[config.mk]
export PLATFORM = sky130hd
export DESIGN_NAME = elink_group_ser
export DESIGN_NICKNAME = d
export VERILOG_FILES = /design/src/rtl/elink_ser_pkg.sv /design/src/rtl/elink_rate_ctrl.sv /design/src/rtl/elink_slice_sel.sv /design/src/rtl/elink_lane_shift.sv /design/src/rtl/elink_group_ser.sv
export SDC_FILE = /design/constraint.sdc
export NUM_CORES = 1
export LEC_CHECK = 0
export BUFFER_PORTS_ARGS = -buffer_cell sky130_fd_sc_hd__buf_4
export CAP_MARGIN = 20
export CORE_ASPECT_RATIO = 0.6
export CORE_MARGIN = 2
export CORE_UTILIZATION = 45
export CTS_CLUSTER_DIAMETER = 200
export DETAILED_ROUTE_END_ITERATION = 8
export PLACE_DENSITY = 0.74
export SKIP_CTS_REPAIR_TIMING = 1
export SYNTH_ARGS = -nofsm -noshare
export SYNTH_HDL_FRONTEND = slang
export SYNTH_SLANG_ARGS = --single-unit
[constraint.sdc]
create_clock -name clk_i -period 2.11 [get_ports clk_i]
set_clock_uncertainty 0.15 [all_clocks]
set_input_delay 0.211 -clock clk_i [delete_from_list [all_inputs] [get_ports clk_i]]
set_output_delay 0.211 -clock clk_i [all_outputs]
set_load 0.02 [all_outputs]
[src/rtl/elink_ser_pkg.sv]
package elink_ser_pkg;

  typedef enum logic [1:0] {
    ELINK_OFF  = 2'd0,
    ELINK_R80  = 2'd1,
    ELINK_R160 = 2'd2,
    ELINK_R320 = 2'd3
  } elink_mode_e;

  // log2 of cycles per bit
  function automatic logic [1:0] rate_shift(elink_mode_e m);
    case (m)
      ELINK_R80:  return 2'd2;
      ELINK_R160: return 2'd1;
      default:    return 2'd0;
    endcase
  endfunction

endpackage

[src/rtl/elink_rate_ctrl.sv]
module elink_rate_ctrl
  import elink_ser_pkg::*;
#(
  parameter int unsigned CW = 3
) (
  input  logic          clk_i,
  input  logic          rst_ni,
  input  logic          strobe_i,
  input  elink_mode_e   mode_i,
  output elink_mode_e   mode_q_o,
  output logic [CW-1:0] cnt_q_o,
  output logic          shift_o,
  output logic          clk_ph_o
);

  elink_mode_e   mode_q;
  logic [CW-1:0] cnt_q, cnt_nx, mask, bit_idx;
  logic [1:0]    shamt;

  assign shamt   = rate_shift(mode_q);
  assign cnt_nx  = cnt_q + CW'(1);
  assign mask    = (CW'(1) << shamt) - CW'(1);
  assign bit_idx = cnt_q >> shamt;

  always_ff @(posedge clk_i or negedge rst_ni) begin
    if (!rst_ni) begin
      mode_q <= ELINK_OFF;
      cnt_q  <= '0;
    end else if (strobe_i) begin
      mode_q <= mode_i;
      cnt_q  <= '0;
    end else begin
      cnt_q  <= cnt_nx;
    end
  end

  // shift when the next count starts a new bit
  assign shift_o  = !strobe_i && ((cnt_nx & mask) == '0);
  assign clk_ph_o = ~bit_idx[0];
  assign mode_q_o = mode_q;
  assign cnt_q_o  = cnt_q;

endmodule

[src/rtl/elink_slice_sel.sv]
module elink_slice_sel
  import elink_ser_pkg::*;
#(
  parameter int unsigned N_LINKS = 8,
  parameter int unsigned FRAME_W = 16,
  localparam int unsigned BW     = FRAME_W / N_LINKS,
  localparam int unsigned SW     = 4 * BW
) (
  input  elink_mode_e               mode_i,
  input  logic [FRAME_W-1:0]        data_i,
  output logic [N_LINKS-1:0][SW-1:0] slice_o
);

  for (genvar gn = 0; gn < N_LINKS; gn++) begin : g_link
    logic [BW-1:0]   w80;
    logic [2*BW-1:0] w160;
    logic [SW-1:0]   w320;

    assign w80 = data_i[FRAME_W-(gn+1)*BW +: BW];

    if (gn < N_LINKS / 2) begin : g_160
      assign w160 = data_i[FRAME_W-(gn+1)*2*BW +: 2*BW];
    end else begin : g_no160
      assign w160 = '0;
    end

    if (gn < N_LINKS / 4) begin : g_320
      assign w320 = data_i[FRAME_W-(gn+1)*SW +: SW];
    end else begin : g_no320
      assign w320 = '0;
    end

    // left-aligned so the MSB leaves first
    always_comb begin
      case (mode_i)
        ELINK_R80:  slice_o[gn] = {w80, {(SW-BW){1'b0}}};
        ELINK_R160: slice_o[gn] = {w160, {(SW-2*BW){1'b0}}};
        ELINK_R320: slice_o[gn] = w320;
        default:    slice_o[gn] = '0;
      endcase
    end
  end

endmodule

[src/rtl/elink_lane_shift.sv]
module elink_lane_shift #(
  parameter int unsigned SW = 8
) (
  input  logic          clk_i,
  input  logic          rst_ni,
  input  logic          load_i,
  input  logic          shift_i,
  input  logic [SW-1:0] slice_i,
  input  logic          act_i,
  input  logic          clk_ph_i,
  output logic          sdata_o,
  output logic          sclk_o
);

  logic [SW-1:0] sh_q;

  always_ff @(posedge clk_i or negedge rst_ni) begin
    if (!rst_ni)      sh_q <= '0;
    else if (load_i)  sh_q <= slice_i;
    else if (shift_i) sh_q <= {sh_q[SW-2:0], 1'b0};
  end

  assign sdata_o = act_i & sh_q[SW-1];
  assign sclk_o  = act_i & clk_ph_i;

endmodule

[src/rtl/elink_group_ser.sv]
module elink_group_ser
  import elink_ser_pkg::*;
#(
  parameter int unsigned N_LINKS = 8,
  parameter int unsigned FRAME_W = 16,
  localparam int unsigned BW     = FRAME_W / N_LINKS,
  localparam int unsigned SW     = 4 * BW,
  localparam int unsigned CW     = $clog2(SW)
) (
  input  logic               clk_i,
  input  logic               rst_ni,
  input  logic               frame_strobe_i,
  input  logic [1:0]         mode_i,
  input  logic [FRAME_W-1:0] data_i,
  output logic [N_LINKS-1:0] sdata_o,
  output logic [N_LINKS-1:0] sclk_o
);

  elink_mode_e                mode_in, mode_q;
  logic [CW-1:0]              cnt_q;
  logic                       shift, clk_ph;
  logic [N_LINKS-1:0][SW-1:0] slice;

  assign mode_in = elink_mode_e'(mode_i);

  elink_rate_ctrl #(.CW(CW)) u_rate (
    .clk_i    (clk_i),
    .rst_ni   (rst_ni),
    .strobe_i (frame_strobe_i),
    .mode_i   (mode_in),
    .mode_q_o (mode_q),
    .cnt_q_o  (cnt_q),
    .shift_o  (shift),
    .clk_ph_o (clk_ph)
  );

  elink_slice_sel #(.N_LINKS(N_LINKS), .FRAME_W(FRAME_W)) u_sel (
    .mode_i  (mode_in),
    .data_i  (data_i),
    .slice_o (slice)
  );

  for (genvar gn = 0; gn < N_LINKS; gn++) begin : g_lane
    logic act;
    assign act = (mode_q == ELINK_R80)
               | ((mode_q == ELINK_R160) && (gn < N_LINKS / 2))
               | ((mode_q == ELINK_R320) && (gn < N_LINKS / 4));

    elink_lane_shift #(.SW(SW)) u_lane (
      .clk_i    (clk_i),
      .rst_ni   (rst_ni),
      .load_i   (frame_strobe_i),
      .shift_i  (shift),
      .slice_i  (slice[gn]),
      .act_i    (act),
      .clk_ph_i (clk_ph),
      .sdata_o  (sdata_o[gn]),
      .sclk_o   (sclk_o[gn])
    );
  end

endmodule

==> key figures <==
Status
  • Outcome: completed

Timing
  • Tmin final: 2.05 ns
  • Final Max Tran Viols: 0
  • Headroom to the max-slew limit: 0.684
  • Final setup margin: 0.0644 ns
  • Final Hold Fails: 0
  • Final Cycle Share: 0.970
  • Unrepaired setup endpoints after global routing: yes
  • Fmax: 489 MHz
  • Sum Neg Setup Slack: 0 ns
  • Worst Tran Pin Value: 0.475 ns
  • Setup violations, final: 0

Setup path
  • Startpoint types: register
  • Required @ worst endpoint: 2.14 ns
  • Arrival time at the worst endpoint: 2.07 ns
  • Worst Setup End Kind: register
  • Crit-path max FO: 12
  • Crit Path Class: reg -> reg

Hold path
  • Hold Crit Class: in -> reg

Synthesis
  • Post-Syn Area per Cell: 11.0 um^2
  • Synth warn: 0
  • Adder-cell share of the synthesized area: 0.0468
  • Sequential-to-total area share from yosys stat: 0.433
  • Synth Area in Compound Gates: 0.171
  • Post-synthesis mux area share: 0.145
  • Post-Synth XOR/XNOR Area: 0.00410
  • Simple-Gate Fraction of Synth Area: 0.0913
  • #FFs+latches synth: 37
  • Syn Inst Count: 194
  • Syn Nets: 223
  • Synth cell types: 35
  • Largest family of logic cells by synthesized area: compound AO/OA/AOI/OAI gates
  • Synth Cell Area: 2140 um^2

Routing
  • First-pass iteration count of the detailed router: 4
  • First-iteration detailed-routing DRC count: 71
  • Post-route antenna net violation count: 0
  • DRT Wirelength: 4.65 mm
  • DRC viols: 0
  • WL/cell: 16.5 um
  • DR vias: 1494
  • Via density: 5.32

Pwr
  • Pwr/cell area: 717 nW/um^2
  • Switching pwr: 518 uW
  • Lkg Pwr: 0.00126 uW
  • Comb pwr share: 0.253
  • Net Sw Frac: 0.287
  • Sequential share of power: 0.444
  • Max rail drop VDD: 350 uV
  • Share of power burned in the clock network: 0.303
  • Internal power: 1290 uW

GRT
  • GRT Total Usage: 0.178
  • Largest net degree at the start of global routing: 38
  • Initial antenna violation count: 0
  • Vias in the first global route: 1427
  • Global-route wire length before repair: 7.30 mm
  • Congestion Overflow GR: 0

Clock tree
  • CTS buffer count: 5
  • Root buf cell: clkbuf_8
  • Worst-Skew Late Latency: 0.29 ns
  • Clock-pin slew on the worst setup and hold paths: 0.07 ns
  • CTS tree: done
  • Clock sink count: 37
  • Max clock buf depth: 2
  • H-tree levels: 2

Placed design
  • Pre-CTS WS: 0.111 ns
  • Placed cell count: 270
  • Hpwl dp: 3.27 mm
  • Placed cell area: 2340 um^2
  • Buffers on Ports: 36
  • RD Place Congestion: 0.815

Floorplanning
  • Chip Width: 93.0 um
  • Initial Util: 0.468
  • Cell Rows: 19
  • Ports: 37
  • Die Area: 5340 um^2
  • Core area: 4560 um^2
  • Die Height: 57.4 um

Final layout
  • Layout cells sized above 1: 0.349
  • Final Instance Count excl. Fillers: 281
  • Diodes inserted: 0
  • Layout net count: 246
  • P&R area growth vs syn: 17.8%
  • Fin area: 2520 um^2
  • Final core utilization: 0.552

Job
  • Maxcap violations: 0
placed cells by master, fill, tap and decap left out, drive strengths merged, types with 2 or more instances in the layout:
master   instances
clkinv           2
mux2i            7
o21ai            4
o221ai           4
a22o            14
o2bb2ai          2
buf             40
nor2b            5
inv             13
a22oi           10
ha               8
clkbuf           8
o22ai            3
nand2           15
a21oi            2
mux2            17
nand2b           3
dfrtp           37
nor2             6
and2             7
power groups by stage:
stage | Combinational [uW] | Clock (uW) | Sequential (uW)
after floorplan | 324 | 0 | 803
after global placement | 420 | 0 | 811
after detailed placement | 429 | 0 | 812
after CTS | 430 | 557 | 799
after global routing | 493 | 578 | 807
final | 457 | 547 | 802
sequential cells by signal, summed over array words and instances, names as in the netlist:
register / count
u_rate.cnt_q_o: 3
u_rate.mode_q_o: 2
g_lane.u_lane.sh_q: 32
worst max-delay path: stages, from the launching register on:
cell      delay (ns)
dfrtp_1         0.40
inv_2           0.08
ha_1            0.33
nand2b_1        0.11
a21oi_2         0.08
a31oi_4         0.24
buf_12          0.19
mux2_2          0.34
logic make-up after synthesis:
group | count (synthesis)
compound gates | 45
fa+ha+maj | 8
flops | 37
mux | 24
simple gates | 39
buf+inv | 40
xor+xnor | 1
synth_stat cells:
cell,number,share of area
dfrtp_1,37,0.43
nor2_1,5,0.0088
a211oi_1,1,0.0035
a221o_1,1,0.0047
mux2_4,13,0.091
xnor2_1,1,0.0041
inv_1,13,0.023
nor2b_1,5,0.015
buf_4,16,0.056
nor2_2,1,0.0029
a21oi_2,1,0.0041
nand2b_1,3,0.0088
a31o_2,1,0.0041
o22ai_1,3,0.0088
a22o_1,14,0.057
mux2i_1,7,0.033
o21ai_0,4,0.0094
buf_6,2,0.011
and3_1,1,0.0029
and3b_1,1,0.0041
o221ai_1,4,0.016
a21boi_0,1,0.0035
nor3_1,1,0.0023
clkbuf_1,2,0.0035
o2bb2ai_1,2,0.0082
nand2_1,15,0.026
a22oi_1,10,0.035
and2_1,7,0.020
ha_1,8,0.047
o211ai_1,1,0.0035
a21oi_1,1,0.0023
a31oi_4,1,0.0099
clkinv_1,1,0.0018
buf_2,6,0.014
mux2_2,4,0.021
per-layer routing:
metal,global-route usage,share of wire,up-vias
li1,-,-,707
met1,0.284,0.51,743
met2,0.240,0.43,39
met3,0.0449,0.053,5
met4,0.0378,0.0077,0
met5,0,0,-
cell type report:
class	instances	area, um^2
multi-input cells	117	1010
repair buffers	42	348
fillers	416	2040
clock inverters	1	5.00
well taps	63	78.8
inverters	14	52.6
clock buffers	7	96.3
flip-flops and latches	37	926
path summary, 6_finish.rpt:
check | slack, ns | start | cells after the start | endpoint
max in group asynchronous | 1.21 | rst_ni | 2 | g_lane[0].u_lane.sh_q[6]
max reg2reg | 0.06 | u_rate.mode_q_o[1] | 7 | g_lane[1].u_lane.sh_q[6]
min in group asynchronous | 0.27 | rst_ni | 2 | g_lane[5].u_lane.sh_q[7]
min | 0.004 | data_i[2] | 2 | g_lane[6].u_lane.sh_q[6]
min reg2reg | 0.32 | u_rate.cnt_q_o[0] | 1 | u_rate.cnt_q_o[0]
max | 0.06 | u_rate.mode_q_o[1] | 7 | g_lane[1].u_lane.sh_q[6]
metrics by stage:
stage                     hold slack [ns]  total power (uW)
final                             0.00414              1810
after global routing               0.0105              1880
after CTS                          -0.260              1790
after detailed placement           0.0563              1240
after global placement             0.0534              1230
after floorplan                    -0.235              1130
(Power assumes the default switching activity.)
